<file path="config.mk">
export PLATFORM = sky130hd
export DESIGN_NAME = aai_word_prog
export DESIGN_NICKNAME = d
export VERILOG_FILES = /design/src/rtl/aai_pkg.sv /design/src/rtl/aai_cursor.sv /design/src/rtl/aai_poll_ctr.sv /design/src/rtl/aai_word_prog.sv
export SDC_FILE = /design/constraint.sdc
export NUM_CORES = 1
export LEC_CHECK = 0
export BUFFER_PORTS_ARGS = -buffer_cell sky130_fd_sc_hd__buf_4
export CORE_UTILIZATION = 40
export DETAILED_ROUTE_END_ITERATION = 16
export GPL_TIMING_DRIVEN = 0
export HOLD_SLACK_MARGIN = 0.06
export PLACE_DENSITY = 0.64
export SETUP_SLACK_MARGIN = 0.02
export SLEW_MARGIN = 0
export SYNTH_ARGS = -nofsm -noshare
export SYNTH_HDL_FRONTEND = slang
export SYNTH_SLANG_ARGS = --single-unit
</file>
<file path="constraint.sdc">
create_clock -name clk -period 4 [get_ports clk]
set_clock_uncertainty 0.05 [all_clocks]
set_input_delay 0.8 -clock clk [delete_from_list [all_inputs] [get_ports clk]]
set_output_delay 0.8 -clock clk [all_outputs]
set_load 0.02 [all_outputs]
</file>
<file path="src/rtl/aai_pkg.sv">
package aai_pkg;
    localparam logic [7:0] OP_WREN = 8'h06;
    localparam logic [7:0] OP_WRDI = 8'h04;
    localparam logic [7:0] OP_RDSR = 8'h05;
    localparam logic [7:0] OP_BYTE = 8'h02;
    localparam logic [7:0] OP_WORD = 8'hAD;

    typedef enum logic [3:0] {
        S_IDLE,
        S_POLL,
        S_WREN,
        S_HEAD,
        S_PICK,
        S_WORD,
        S_EXIT,
        S_TWREN,
        S_TAIL,
        S_TEXIT
    } seq_state_t;
endpackage

</file>
<file path="src/rtl/aai_cursor.sv">
module aai_cursor #(
    parameter int AW = 24,
    parameter int LW = 16
) (
    input  logic          clk,
    input  logic          rst_n,
    input  logic          load,
    input  logic [AW-1:0] load_addr,
    input  logic [LW-1:0] load_len,
    input  logic          step1,
    input  logic          step2,
    output logic [AW-1:0] cur_addr,
    output logic [LW-1:0] remain,
    output logic [LW-1:0] written
);
    logic [1:0] stride;
    assign stride = step2 ? 2'd2 : (step1 ? 2'd1 : 2'd0);

    always_ff @(posedge clk or negedge rst_n) begin
        if (!rst_n) begin
            cur_addr <= '0;
            remain   <= '0;
            written  <= '0;
        end else if (load) begin
            cur_addr <= load_addr;
            remain   <= load_len;
            written  <= '0;
        end else if (step1 || step2) begin
            cur_addr <= cur_addr + AW'(stride);
            remain   <= remain - LW'(stride);
            written  <= written + LW'(stride);
        end
    end
endmodule

</file>
<file path="src/rtl/aai_poll_ctr.sv">
module aai_poll_ctr #(
    parameter int LIMIT = 65536
) (
    input  logic clk,
    input  logic rst_n,
    input  logic clear,
    input  logic bump,
    output logic last
);
    localparam int CW = $clog2(LIMIT + 1);
    logic [CW-1:0] cnt;

    always_ff @(posedge clk or negedge rst_n) begin
        if (!rst_n)     cnt <= '0;
        else if (clear) cnt <= '0;
        else if (bump)  cnt <= cnt + CW'(1);
    end

    assign last = (cnt == CW'(LIMIT - 1));
endmodule

</file>
<file path="src/rtl/aai_word_prog.sv">
module aai_word_prog
    import aai_pkg::*;
#(
    parameter int          AW         = 24,
    parameter int          LW         = 16,
    parameter longint      MEM_BYTES  = 64'd16777216,
    parameter int          POLL_LIMIT = 65536
) (
    input  logic          clk,
    input  logic          rst_n,
    input  logic          start,
    input  logic [AW-1:0] req_addr,
    input  logic [LW-1:0] req_len,
    output logic          busy,
    output logic          done,
    output logic          timeout_err,
    output logic          range_err,
    output logic [LW-1:0] written,
    output logic [LW-1:0] rd_idx,
    input  logic [7:0]    rd_lo,
    input  logic [7:0]    rd_hi,
    output logic          bus_go,
    output logic [7:0]    bus_op,
    output logic          bus_read,
    output logic          bus_addr_en,
    output logic [AW-1:0] bus_addr,
    output logic [1:0]    bus_nbytes,
    output logic [7:0]    bus_d0,
    output logic [7:0]    bus_d1,
    input  logic          bus_done,
    input  logic [7:0]    bus_rdata
);
    localparam int SW = ((AW > LW) ? AW : LW) + 1;
    localparam logic [SW-1:0] MEM_LIM = SW'(MEM_BYTES);

    seq_state_t    state, resume;
    logic          sent, first_word, exited;
    logic          done_q, tmo_q, rng_q;
    logic [AW-1:0] cur_addr;
    logic [LW-1:0] remain;
    logic          load, step1, step2, cmd_fin, poll_last, out_of_range;
    logic [SW-1:0] req_end;
    logic          unused_status;

    assign unused_status = ^bus_rdata[7:1];
    assign req_end       = SW'(req_addr) + SW'(req_len);
    assign out_of_range  = req_end > MEM_LIM;
    assign cmd_fin       = sent && bus_done;
    assign load          = (state == S_IDLE) && start;
    assign step1         = cmd_fin && ((state == S_HEAD) || (state == S_TAIL));
    assign step2         = cmd_fin && (state == S_WORD);

    aai_cursor #(.AW(AW), .LW(LW)) u_cursor (
        .clk(clk), .rst_n(rst_n), .load(load),
        .load_addr(req_addr), .load_len(req_len),
        .step1(step1), .step2(step2),
        .cur_addr(cur_addr), .remain(remain), .written(written)
    );

    aai_poll_ctr #(.LIMIT(POLL_LIMIT)) u_poll (
        .clk(clk), .rst_n(rst_n),
        .clear(state != S_POLL),
        .bump((state == S_POLL) && cmd_fin),
        .last(poll_last)
    );

    // state register and sequencing
    always_ff @(posedge clk or negedge rst_n) begin
        if (!rst_n) begin
            state      <= S_IDLE;
            resume     <= S_IDLE;
            sent       <= 1'b0;
            first_word <= 1'b0;
            exited     <= 1'b0;
            done_q     <= 1'b0;
            tmo_q      <= 1'b0;
            rng_q      <= 1'b0;
        end else begin
            done_q <= 1'b0;
            if (bus_go)  sent <= 1'b1;
            if (cmd_fin) sent <= 1'b0;
            unique case (state)
                S_IDLE: if (start) begin
                    tmo_q <= 1'b0;
                    rng_q <= 1'b0;
                    if (req_len == '0) begin
                        done_q <= 1'b1;
                    end else if (out_of_range) begin
                        rng_q  <= 1'b1;
                        done_q <= 1'b1;
                    end else begin
                        state      <= S_POLL;
                        resume     <= S_WREN;
                        first_word <= 1'b1;
                        exited     <= 1'b0;
                    end
                end
                S_POLL: if (cmd_fin) begin
                    if (!bus_rdata[0]) begin
                        state <= resume;
                    end else if (poll_last) begin
                        tmo_q  <= 1'b1;
                        done_q <= 1'b1;
                        state  <= S_IDLE;
                    end
                end
                S_WREN: if (cmd_fin) state <= cur_addr[0] ? S_HEAD : S_PICK;
                S_HEAD: if (cmd_fin) begin
                    state  <= S_POLL;
                    resume <= S_PICK;
                end
                S_PICK: begin
                    if (!exited) begin
                        state <= (remain >= LW'(2)) ? S_WORD : S_EXIT;
                    end else if (remain != '0) begin
                        state <= S_TWREN;
                    end else begin
                        done_q <= 1'b1;
                        state  <= S_IDLE;
                    end
                end
                S_WORD: if (cmd_fin) begin
                    first_word <= 1'b0;
                    state      <= S_POLL;
                    resume     <= S_PICK;
                end
                S_EXIT: if (cmd_fin) begin
                    exited <= 1'b1;
                    state  <= S_POLL;
                    resume <= S_PICK;
                end
                S_TWREN: if (cmd_fin) state <= S_TAIL;
                S_TAIL: if (cmd_fin) begin
                    state  <= S_POLL;
                    resume <= S_TEXIT;
                end
                S_TEXIT: if (cmd_fin) begin
                    done_q <= 1'b1;
                    state  <= S_IDLE;
                end
                default: state <= S_IDLE;
            endcase
        end
    end

    // command outputs
    always_comb begin
        bus_go      = 1'b0;
        bus_op      = 8'h00;
        bus_read    = 1'b0;
        bus_addr_en = 1'b0;
        bus_nbytes  = 2'd0;
        bus_d0      = 8'h00;
        bus_d1      = 8'h00;
        unique case (state)
            S_POLL: begin
                bus_go     = !sent;
                bus_op     = OP_RDSR;
                bus_read   = 1'b1;
                bus_nbytes = 2'd1;
            end
            S_WREN, S_TWREN: begin
                bus_go = !sent;
                bus_op = OP_WREN;
            end
            S_HEAD, S_TAIL: begin
                bus_go      = !sent;
                bus_op      = OP_BYTE;
                bus_addr_en = 1'b1;
                bus_nbytes  = 2'd1;
                bus_d0      = rd_lo;
            end
            S_WORD: begin
                bus_go      = !sent;
                bus_op      = OP_WORD;
                bus_addr_en = first_word;
                bus_nbytes  = 2'd2;
                bus_d0      = rd_lo;
                bus_d1      = rd_hi;
            end
            S_EXIT, S_TEXIT: begin
                bus_go = !sent;
                bus_op = OP_WRDI;
            end
            default: ;
        endcase
    end

    assign bus_addr    = cur_addr;
    assign rd_idx      = written;
    assign busy        = (state != S_IDLE);
    assign done        = done_q;
    assign timeout_err = tmo_q;
    assign range_err   = rng_q;


    single_go_chk: assert property (@(posedge clk) disable iff (!rst_n)
        bus_go |=> !bus_go);


    range_reject_chk: assert property (@(posedge clk) disable iff (!rst_n)
        (start && !busy && req_len != '0 && out_of_range) |=> (done && range_err && !bus_go && !busy));


    timeout_done_chk: assert property (@(posedge clk) disable iff (!rst_n)
        $rose(timeout_err) |-> done);


    count_mono_chk: assert property (@(posedge clk) disable iff (!rst_n)
        (busy && $past(busy)) |-> (written >= $past(written)));


    word_addr_once_chk: assert property (@(posedge clk) disable iff (!rst_n)
        (bus_go && bus_op == OP_WORD && bus_addr_en) |-> (written <= LW'(1)));
endmodule

</file>
Word-level counts from Yosys, hierarchy flattened
Index checks and enable logic that the tools add are counted.
{ "op_classes": {"n_eq_ne": 26, "muxes": 66, "add_sub_neg": 5, "reduce_logical": 33, "n_lt_le_gt_ge": 2} }
{ "op_table": {"columns": ["op", "n"], "rows": [
  ["16-bit two-way mux", 4],
  ["4-bit two-way mux", 15],
  ["24-bit two-way mux", 2],
  ["8-bit case mux with 5 select lines", 1],
  ["17-bit two-way mux", 2],
  ["4-bit case mux with 7 select lines", 1],
  ["1-bit two-way mux", 27],
  ["24-bit by 16-bit adder with 25-bit output", 1],
  ["25-bit > comparator, second input constant", 1],
  ["24-bit by 2-bit adder with 24-bit output", 1],
  ["2-bit inequality test, second input constant", 12],
  ["17-bit by 1-bit adder with 17-bit output, second input constant", 1],
  ["17-bit by 16-bit equality test with 1-bit output, second input constant", 1],
  ["16-bit by 2-bit adder with 16-bit output", 1],
  ["4-bit by 3-bit equality test with 1-bit output, second input constant", 4],
  ["16-bit by 2-bit greater-or-equal comparator with 1-bit output, second input constant", 1],
  ["16-bit logical NOT", 1],
  ["8-bit two-way mux", 2],
  ["16-bit nonzero test", 1],
  ["16-bit by 2-bit subtractor with 16-bit output", 1],
  ["5-bit AND reduction", 3],
  ["4-bit case mux with 3 select lines", 1],
  ["2-bit nonzero test", 6],
  ["3-bit two-way mux", 3],
  ["23 further kinds", 39]
]} }
{ "totals": {"output_inout_bits": 89, "ff_bits": 87, "elab_cells": 144, "input_bits": 68} }

Longest topological paths before layout
{ "logic_depth": {"depth_word": 8, "mapped_depth": 17, "mapped_depth_nobuf": 14} }

By module
A second synthesis with hierarchy kept.
{ "hier_totals": {"cells_unflattened": 784, "hier_area_um2": 6521.3} }
{ "by_module_without_submodules": {"columns": ["mod", "n_inst", "seq_area_each_um2", "cells_per_inst", "area_each_um2"], "rows": [
  ["aai_cursor", 1, 1401.3, 351, 3216.8],
  ["aai_word_prog", 1, 325.3, 341, 2384.8],
  ["aai_poll_ctr", 1, 425.4, 92, 919.6]
]} }

Worst setup path before layout
Ideal clock, no wire load.
{ "synth_timing": {"path_type": "input port to flip-flop", "start": "input req_addr[0]", "end": "register resume[2]", "arrival_ps": 3653, "slack_ps": 170, "path_buffers": 0, "required_ps": 3822, "stages": 11, "setup_ps": 128, "path_cell_list": "ha_1 -> fa_1 -> a21o_1 -> a21oi_2 -> nor3_1 -> o31ai_4 -> a22oi_1 -> a2111oi_4 -> nand4_4 -> o41ai_4 -> mux2_1"} }
{ "synth_via": {"elab_chain_len": 4} }
{ "synth_rtl": {"columns": ["element", "line_no", "source"], "rows": [
  ["from (decl)", "aai_word_prog.sv:12", "input logic [AW-1:0] req_addr,"],
  ["24-bit by 16-bit adder with 25-bit output", "aai_word_prog.sv:46", "assign req_end = SW'(req_addr) + SW'(req_len);"],
  ["25-bit > comparator", "aai_word_prog.sv:47", "assign out_of_range = req_end > MEM_LIM;"],
  ["2-bit inequality test (no source line)", null, null],
  ["6-bit AND reduction (no source line)", null, null],
  ["to (signal assigned)", "aai_word_prog.sv:71", "resume <= S_IDLE;"],
  ["to (signal assigned)", "aai_word_prog.sv:93", "resume <= S_WREN;"],
  ["to (signal assigned)", "aai_word_prog.sv:110", "resume <= S_PICK;"],
  ["to (decl)", "aai_word_prog.sv:36", "seq_state_t state, resume;"]
]} }
No other way between the ends.
A chain may end at the register's enable or synchronous reset.

Final worst setup path
Same ends and word-level chain as after synthesis.

==> metrics <==
Nets=1024; layout cell share with drive strength beyond 1=23.4%; Cell Rows=46; leakage=3.63 nW; critical path cell sequence=buf_4 -> ha_1 -> fa_1 -> a21o_1 -> a221oi_4 -> xor2_1 -> o221a_2 -> nand4_2 -> a2111oi_4 -> nand4_4 -> o41ai_4 -> mux2_1; placed instance area=7860 µm²; Worst R2R End=u_cursor.cur_addr[19]; worst slew pin tran=1.13 ns; top_reg_cell synth=dfrtp_1; initial core utilization=40.9%; fin crit share=95.9%; P&R area growth vs syn=25.6%; die height=129 µm; CTS root buffer=clkbuf_16; setup violators final=0; CP Launch Type=primary input; Synth Register Bits=86; post-synth top area share=33.1%; status=complete, no violations; Initial DRC Count=376; Seq/Total Area, Yosys=33.1%; Clk Latency, worst-skew pair=0.34 ns; antenna-violating nets left=0; H-tree depth=3; peak supply drop=380 µV; routed wire length per instance=17.0 µm; Flop pwr share=32.7%; Sw Share=44.2%; largest net degree at the start of global routing=87; number of buffers created by CTS=9; Reg2Reg Depth=14; CP max stage cell=o41ai_4; clock power share=18.0%; Placeable Area=15900 µm²; Fillers=1579; die footprint=16800 µm²; Die Wd=129 µm; Final Wtd Congestion=0.917; P_sw=1.91 mW; Int Pwr=2.42 mW; max-slew violations=0; post-synthesis cell area=6500 µm²; Port Buffers=145; flop2flop setup slack=0.39 ns; RSZ-0062 raised after global routing=true; Async S/R FF share, synth=100%; first-pass GRT wire length=31300 µm; crit path max fanout=5; postcts setup bufs=0; worst relative slew slack=24.9%; EDFF count, synth=0; Gate power share=49.3%; CTS max path bufs=2; Via Count=6416; Via density=5.59; endpoint type of the worst setup path=flop; Hold Path Cell Cnt=1; Hold Startpoint=resume[1]; post-route cell area=8160 µm²; Mean Syn Cell Area=8.41 µm²; Tot Pwr=4.33 mW; post-cts hold buffer count=0; post-synth cell types=80; DRC violations left=0; Ant. Diodes=0; clk sink count=86; Pwr Density=531 nW/µm²; GR Overflow Total=0; hold worst-path end=resume[1]; max_cap viols=0; Tmin final=3.83 ns; Synth area leaders=dfrtp_1 (33%), nand2_1 (5.5%), ha_1 (4.6%); Worst-path clk slew=0.06 ns; R2R Path Start=sent; vias in the first global route=6032; TritonCTS clock tree=done; required time worst endpoint=4.18 ns; Syn Inst Count=773; crit-path max cell delay=0.52 ns; fmax=261 MHz; Final Hold Violating Endpoints=0; YS warnings=0; TritonRoute pass-1 iters=4; largest area contributor in the netlist=dfrtp_1; hpwl dp=15200 µm; HP Class=flop to flop; IO Count=157; Arr. time, crit path=4.01 ns; total track usage=24.3%; initial antenna violation count=0; worst setup path class=primary input to flop; final wirelength=19500 µm
==> area by class of cell <==
type                            instances  area, µm²  area share [%]
Multi-Input combinational cell        614       4020            49.2
Sequential cell                        86       2150            26.4
Timing Repair Buffer                  145       1090            13.3
Buffer                                 52        290            3.56
Tap cell                              216        270            3.31
Clock buffer                           14        264            3.23
Inverter                               20       75.1           0.920
Clock inverter                          1       5.00          0.0613
==> per-layer routing <==
metal / track usage, % / part of all wire [%] / up-vias
met1: 32.2 / 45 / 3076
li1: - / - / 3089
met5: 0 / 0 / -
met2: 40.9 / 47 / 222
met4: 6.29 / 1.9 / 0
met3: 4.25 / 6.6 / 29
==> registers in the layout (all words and copies together), names as in the netlist, 3 cells and up <==
name,cells
state,4
u_cursor.remain,16
u_cursor.written,16
u_cursor.cur_addr,24
u_poll.cnt,17
resume,3
==> cells in the mapped netlist (all sizes together) (8+ instances only) <==
library cell  count
nand2            96
dfrtp            86
nor2             76
o21ai            53
a21oi            44
clkbuf           30
nand3            26
xor2             25
buf              24
ha               24
nor3             23
xnor2            21
inv              20
nand4            20
nor2b            18
and3             17
and2             15
a211oi            9
a31oi             9
o211ai            9
o311ai            8
or3               8
==> cell usage in the layout (no fill, tap or decap), types with 18 or more instances in the layout <==
cell / count
clkbuf_1: 26
nor3_1: 22
nor2_1: 75
o21ai_0: 48
ha_1: 24
a21oi_1: 42
buf_4: 166
xnor2_1: 20
xor2_1: 25
nand4_1: 18
nand3_1: 26
inv_1: 20
nand2_1: 95
dfrtp_1: 86
==> what timing repair did <==
| action | 4_1_cts | 5_1_grt |
|---|---|---|
| gates resized for setup | 4 | 14 |
| endpoints found under the setup margin | 11 | 17 |
| pin swaps | 1 | 11 |
| endpoints found under the hold margin | 0 | 0 |
==> worst max-delay path: cells and delay by family <==
| family | cells | cell delay, ns |
|---|---|---|
| AOI/OAI and AO/OA | 5 | 1.55 |
| adders and majority gates | 2 | 0.63 |
| muxes | 1 | 0.37 |
| and+or+nand+nor | 2 | 0.33 |
| xor gates and xnor gates | 1 | 0.20 |
| buffers and inverters | 1 | 0.12 |
==> cell families (layout without fill, tap and decap cells) <==
kind of cell               after synthesis  after routing  share of synthesized area (%)
and+or+nand+nor                        335            335                           25.9
other                                    1              2                         0.0577
buffers and inverters                   74            232                           5.62
muxes                                   12             12                           1.96
xor gates and xnor gates                46             46                           6.32
DFF                                     86             86                           33.1
adders and majority gates               28             28                           5.85
AOI/OAI and AO/OA                      191            191                           21.1
==> worst max-delay path by stage <==
stage	from	endpoint	slack (ns)
2_1_floorplan	req_addr[0]	resume[2]	0.17
3_3_place_gp	bus_done	u_cursor.remain[15]	-0.42
3_5_place_dp	bus_done	u_cursor.remain[15]	-0.45
4_1_cts	req_addr[0]	resume[2]	0.04
5_1_grt	bus_done	u_cursor.cur_addr[22]	-0.006
6_report	req_addr[0]	resume[2]	0.17
==> stage by stage <==
step | cells | worst slack (ns) | hold WS, ns | util (%) | setup TNS [ns]
2_1_floorplan | 774 | 0.170 | 0.400 | - | 0
3_3_place_gp | 1135 | -0.419 | 0.421 | 49.5 | -3.11
3_5_place_dp | 1135 | -0.450 | 0.423 | 49.5 | -3.33
4_1_cts | 1150 | 0.0352 | 0.436 | 51.3 | 0
5_1_grt | 1148 | -0.00615 | 0.462 | 51.4 | -0.00615
6_report | 1148 | 0.166 | 0.434 | 51.4 | 0
==> power by group through the flow <==
stage | Combinational [mW] | Clock (mW) | Sequential, mW
final | 2.13 | 0.782 | 1.42
after CTS | 2.15 | 0.797 | 1.39
after detailed placement | 2.13 | 0 | 1.40
after floorplan | 1.25 | 0 | 1.47
after global routing | 2.35 | 0.837 | 1.46
after global placement | 2.11 | 0 | 1.41
No activity file was read; power rests on OpenSTA's default activity.
